===== config.mk =====
export PLATFORM = sky130hd
export DESIGN_NAME = crcchk_scan_seq
export DESIGN_NICKNAME = d
export VERILOG_FILES = /design/src/rtl/crcchk_pkg.sv /design/src/rtl/crcchk_scan_seq.sv
export SDC_FILE = /design/constraint.sdc
export NUM_CORES = 1
export LEC_CHECK = 0
export BUFFER_PORTS_ARGS = -buffer_cell sky130_fd_sc_hd__buf_2
export CAP_MARGIN = 15
export CORE_ASPECT_RATIO = 0.8
export CORE_MARGIN = 8
export CORE_UTILIZATION = 59
export CTS_BUF_LIST = sky130_fd_sc_hd__clkbuf_4 sky130_fd_sc_hd__clkbuf_8
export DETAILED_ROUTE_END_ITERATION = 7
export HOLD_SLACK_MARGIN = 0.1
export PLACE_DENSITY = 0.83
export REMOVE_ABC_BUFFERS = 1
export SLEW_MARGIN = 10
export SYNTH_ARGS = -nofsm -noshare
export SYNTH_HDL_FRONTEND = slang
export SYNTH_SLANG_ARGS = --single-unit

===== constraint.sdc =====
create_clock -name clk -period 4.05 [get_ports clk]
set_input_delay 0.405 -clock clk [delete_from_list [all_inputs] [get_ports clk]]
set_output_delay 0.405 -clock clk [all_outputs]
set_load 0.005 [all_outputs]

===== src/rtl/crcchk_pkg.sv =====
package crcchk_pkg;
  localparam int          CRC_W    = 32;
  localparam logic [31:0] CRC_POLY = 32'h04C11DB7;
  localparam logic [31:0] CRC_SEED = 32'hFFFF_FFFF;

  // Fold one word into the running CRC, data MSB first.
  function automatic logic [CRC_W-1:0] crc_fold(input logic [CRC_W-1:0] cur,
                                                 input logic [CRC_W-1:0] word);
    logic [CRC_W-1:0] r;
    logic             fb;
    r = cur;
    for (int i = CRC_W - 1; i >= 0; i--) begin
      fb = r[CRC_W-1] ^ word[i];
      r  = {r[CRC_W-2:0], 1'b0};
      if (fb) r = r ^ CRC_POLY;
    end
    return r;
  endfunction

  // Mismatch pattern: zero when the computed and expected values agree.
  function automatic logic [CRC_W-1:0] mismatch(input logic [CRC_W-1:0] got,
                                                 input logic [CRC_W-1:0] want);
    return got ^ want;
  endfunction
endpackage


===== src/rtl/crcchk_scan_seq.sv =====
module crcchk_scan_seq
  import crcchk_pkg::*;
#(
  parameter int DEPTH = 16,
  parameter int AW    = $clog2(DEPTH)
) (
  input  logic             clk,
  input  logic             rst_n,
  input  logic             tick,
  input  logic [CRC_W-1:0] rdata,
  output logic             rd,
  output logic [AW-1:0]    addr,
  output logic             at_start,
  output logic             fin_tick,
  output logic [CRC_W-1:0] crc
);
  localparam int          IW     = $clog2(DEPTH + 2);
  localparam logic [IW-1:0] DEP_I  = IW'(DEPTH);
  localparam logic [IW-1:0] LAST_I = IW'(DEPTH + 1);

  logic [IW-1:0]    idx_q;
  logic [CRC_W-1:0] crc_q;
  logic             absorb, finish;

  assign at_start = (idx_q == '0);
  assign absorb   = !at_start && (idx_q <= DEP_I);
  assign finish   = (idx_q == LAST_I);
  assign rd       = tick && (idx_q < DEP_I);
  assign addr     = rd ? idx_q[AW-1:0] : '0;
  assign fin_tick = tick && finish;
  assign crc      = crc_q;

  always_ff @(posedge clk) begin
    if (!rst_n) begin
      idx_q <= '0;
      crc_q <= CRC_SEED;
    end else if (tick) begin
      if (at_start)    crc_q <= CRC_SEED;
      else if (absorb) crc_q <= crc_fold(crc_q, rdata);
      idx_q <= finish ? '0 : idx_q + IW'(1);
    end
  end
endmodule


Yosys cells after proc, flatten, opt, wreduce, memory -nomap -nowiden. Cells that the tools add are included.

Magnitude comparators: 2. Bitwise operators: 64. Mux-type cells: 160. Add/subtract/negate cells: 1. Eq/ne operators: 1. Reduce and logical (&&, ||, !) cells: 7.

Operators by type and width (number): $mux 32 (126); $mux 27 (32); $not 14->14 (32); $xor 1x1->1 (32); $add 5x1->5 const B (1); $eq 5x5->1 const B (1); $le 5x5->1 const B (1); $logic_not 5->1 (1); $lt 5x5->1 const B (1); $mux 5 (1); $mux 4 (1); $logic_and 1x1->1 (3); $reduce_and 2->1 (1); $reduce_bool 2->1 (1); $logic_not 1->1 (1).

Logic and storage cells: 237. Input port bits: 35. Bits in registers: 37.

Depth between registers and ports, before layout.
Word-level depth: 191. Mapped depth: 10. Mapped depth without buffers: 10.

Worst setup path before layout. Ideal clock, no wire load.

Path kind: reg-to-reg. Start: register crc_q[29], in the netlist crc[29]. End: register crc_q[8], in the netlist crc[8]. Cell stages (with the launch flop): 11. Arrival: 3.509 ns. Path slack: 0.412 ns. Buffers on the path: 0. Library setup time: 0.129 ns. Cell sequence: dfxtp_1 xnor2_4 xnor3_2 xnor3_2 xnor2_4 xnor3_1 xor3_2 xor2_4 xnor3_1 o22ai_1 nand2_1.

Longest elaborated chain between the ends: 164. Elaborated cells on any way between the ends: 198. Classes of those cells: 156 x mux; 42 x bitwise.

RTL lines: start: declaration (RTL line crcchk_scan_seq.sv:22) `logic [CRC_W-1:0] crc_q;`; start signal: assignment (RTL line crcchk_scan_seq.sv:39) `else if (absorb) crc_q <= crc_fold(crc_q, rdata);`; $mux 32 (*) (RTL line crcchk_scan_seq.sv:39); $mux 32 (*) (RTL line crcchk_scan_seq.sv:38) `if (at_start) crc_q <= CRC_SEED;`; $mux 32 (*) (RTL line crcchk_scan_seq.sv:37) `end else if (tick) begin`; $mux 32 (*) (RTL line crcchk_scan_seq.sv:34) `if (!rst_n) begin`; $mux 32 (*) (RTL line crcchk_scan_seq.sv:39); $mux 32 (*) (RTL line crcchk_scan_seq.sv:38); $mux 32 (*) (RTL line crcchk_scan_seq.sv:37); $mux 32 (*) (RTL line crcchk_scan_seq.sv:34); (+148 left out); $mux 32 (*) (RTL line crcchk_scan_seq.sv:39); $mux 32 (*) (RTL line crcchk_scan_seq.sv:38); $mux 32 (*) (RTL line crcchk_scan_seq.sv:37); $mux 32 (*) (RTL line crcchk_scan_seq.sv:34); $not 14->14 (no source line); $mux 27 (*) (RTL line crcchk_pkg.sv:15) `if (fb) r = r ^ CRC_POLY;`; $mux 32 (*) (RTL line crcchk_scan_seq.sv:39); $mux 32 (*) (RTL line crcchk_scan_seq.sv:38).

Every way passes the cells marked *; elsewhere a longest branch is shown, timed or not. The select of a mux whose other input is x is not followed. A chain may end at the register's enable or synchronous reset.

Final worst setup path.
Start: register crc_q[28], in the netlist crc[28]. End: register crc_q[8], in the netlist crc[8].

Longest elaborated chain between the ends: 162. Elaborated cells on any way between the ends: 196. Classes of those cells: 155 x mux; 41 x bitwise.

RTL lines (RTL line): $mux 32 (*) (crcchk_scan_seq.sv:39); $mux 32 (*) (crcchk_scan_seq.sv:38); $mux 32 (*) (crcchk_scan_seq.sv:37); $mux 32 (*) (crcchk_scan_seq.sv:34); $mux 32 (*) (crcchk_scan_seq.sv:39); $mux 32 (*) (crcchk_scan_seq.sv:38); $mux 32 (*) (crcchk_scan_seq.sv:37); $mux 32 (*) (crcchk_scan_seq.sv:34); (+146 left out); $mux 32 (*) (crcchk_scan_seq.sv:39); $mux 32 (*) (crcchk_scan_seq.sv:38); $mux 32 (*) (crcchk_scan_seq.sv:37); $mux 32 (*) (crcchk_scan_seq.sv:34); $not 14->14 (no source line) / $xor 1x1->1 (equally long branches); $mux 27 (*) (crcchk_pkg.sv:15); $mux 32 (*) (crcchk_scan_seq.sv:39); $mux 32 (*) (crcchk_scan_seq.sv:38).

Marked as above.

==> results.tsv <==
stage	metric	value	unit
status	status	finished, final reports clean	
synth	synth_seq_area_share	15.9	%
clock_network	clk_pin_slew_worst_paths	0.09	ns
critical_path	arrival	3.98	ns
cells_and_area	final_common_cell	xnor2_1	
timing	finClkSkew	0.00683	ns
timing	final.setup.tns	0	ns
min_path	hold_path_class	in2reg	
timing	final_max_slew_viol_count	0	
floorplanning	fp.dieH	95.4	µm
cells_and_area	final_nets	553	
timing	rsz0062_at_grt	false	
global_route	grt_pass1_vias	3565	
synth	yosys_register_bits	37	
clock_network	cts.path.max_buffers	2	
synth	synth_edf_count	0	
global_route	grtUsageTotal	24.9	%
timing	fmax	263	MHz
floorplanning	die_w	115	µm
critical_path	crit_fanout	5	
synth	synth_area	4650	µm²
clock_network	cts_sinks	37	
cells_and_area	antennaDiodeCount	0	
critical_path	critPathKind	reg2reg	
critical_path	cpMostUsedCell	xnor3_1	
timing	worstMarginPinSlew	0.931	ns
placement	hpwlAfterDp	10900	µm
global_route	grt_pass1_wl	20400	µm
drt	ant_nets	0	
synth	postSynth.asyncResetShare	0	%
critical_path	cp_data_required_time	4.23	ns
floorplanning	io_pins	74	
cells_and_area	syn_to_final_growth	19.7	%
critical_path	startpoint_type	register	
critical_path	path_buf_inv	1	
synth	synth-main-ff-cell	dfxtp_1	
clock_network	ctsResizeCount	0	
critical_path	worst_path_max_delay_cell	xnor3_1	
global_route	grt_max_degree	23	
critical_path	critPathTopFamily	XOR/XNOR gates	
global_route	grt_overflow_total	0	
clock_network	worstSkewPairLatency	0.30	ns
global_route	antenna_found_initial	0	
placement	place_congestion	0.974	
timing	slew_headroom	37.8	%
drt	routedWlPerCell	21.1	µm
synth	netlist_instances	400	
drt	vias_per_cell	5.32	
timing	fin_crit_sh	94.0	%
drt	vias	3322	
drt	wl	13100	µm
synth	synth_area_per_cell	11.6	µm²
floorplanning	rows	29	
timing	whs	0.494	ns
floorplanning	die-area	11000	µm²
cells_and_area	drive_gt1_share	32.9	%
synth	synthDistinctLibCells	26	
clock_network	cts_buffers	5	
floorplanning	start_util	59.6	%
timing	setup_viol	0	
synth	yosys_warnings	0	
timing	min_period	3.81	ns
clock_network	root_buffer	clkbuf_8	
clock_network	cts_tree	yes	
critical_path	critPathMaxStageDelay	0.47	ns
drt	drt_pre_antenna_iters	5	
clock_network	cts_setup_buffers	0	
drt	route.detailed.drc	0	
drt	drt_iter0_drc	191	
clock_network	ctsHoldBuffers	0	
critical_path	cp-end-kind	register	
critical_path	reg2reg_from	crc[28]	
cells_and_area	final_cell_mix	xnor2_1, buf_2, buf_4, xor2_1, dfxtp_1	
timing	final-hold-violation-count	0	
critical_path	ff2ff_setup_slack	0.24	ns
min_path	hold_start	rst_n	
clock_network	htree_levels	2	
floorplanning	core	7800	µm²
critical_path	crit_path_start	crc[28]	
critical_path	crit_path_cell_trace	xor2_1, buf_4, xnor3_1, xnor3_1, xnor2_1, xnor3_1, xnor2_4, xor2_4, xnor3_1, o22ai_1, nand2_1	
placement	io_buffer_count	73	
flow_run	cap_violations	0	
==> synth_stat cells (3+ instances only) <==
| master | number | area (µm²) |
|---|---|---|
| and2_1 | 6 | 37.5 |
| clkbuf_1 | 8 | 30.0 |
| dfxtp_1 | 37 | 741 |
| ha_1 | 3 | 37.5 |
| inv_1 | 3 | 11.3 |
| nand2_1 | 21 | 78.8 |
| nor2_1 | 6 | 22.5 |
| o22a_1 | 15 | 131 |
| o22ai_1 | 18 | 113 |
| xnor2_1 | 155 | 1360 |
| xnor2_2 | 18 | 293 |
| xnor2_4 | 10 | 275 |
| xnor3_1 | 28 | 631 |
| xnor3_2 | 7 | 166 |
| xor2_1 | 41 | 359 |
| xor2_2 | 7 | 114 |
| xor2_4 | 3 | 82.6 |
| xor3_1 | 3 | 71.3 |
==> worst paths after layout <==
check,end,cells after the start
setup / recovery,crc[8],11
hold / removal,crc[21],2
setup reg to reg,crc[8],11
hold reg to reg,crc[15],1
==> final cells by class <==
| cell class | count | area, µm² |
|---|---|---|
| multi-input combinational | 352 | 3860 |
| tap | 108 | 135 |
| sequential | 37 | 741 |
| clock buffer | 6 | 82.6 |
| timing repair buffer | 116 | 688 |
| inverter | 3 | 11.3 |
| fill | 613 | 2240 |
| clock inverter | 2 | 37.5 |
==> sequential cells by signal, summed over array words and instances (netlist names) <==
signal  cells
idx_q       5
crc        32
==> worst register-to-register path: cells and delay by family, from the launching register on <==
family                 cells  cell delay (ns)
buffers and inverters      1             0.17
AND/OR/NAND/NOR            1             0.07
flip-flops                 1             0.42
XOR/XNOR                   8             2.91
AO/OA/AOI/OAI              1             0.11
==> cell families (layout without fill, tap and decap cells) <==
logic type,after synthesis,in the layout,synth area share (%)
flops,37,37,15.9
fa+ha+maj,3,3,0.808
mux,1,1,0.215
simple gates,40,40,4.01
compound gates,35,35,5.52
buf+inv,11,127,0.889
xor+xnor,273,273,72.6
==> per-layer routing <==
layer	GRT usage, %	vias up	share of wire (%)
met4	4.36	0	1.0
met3	5.70	13	8.7
met1	32.9	1613	43
met5	0	-	0
met2	41.3	151	47
li1	-	1545	-
==> through the flow <==
step	util, %	std cells	setup slack (ns)	area, µm²
2_1_floorplan	-	392	0.418	4620
3_3_place_gp	69.7	616	0.194	5440
3_5_place_dp	69.7	616	0.136	5440
4_1_cts	71.3	624	0.249	5560
5_1_grt	71.3	624	0.106	5560
6_report	71.3	624	0.242	5560
Power is not shown: default switching activity piles up to over one toggle a cycle in this logic, so the estimate is an artifact.
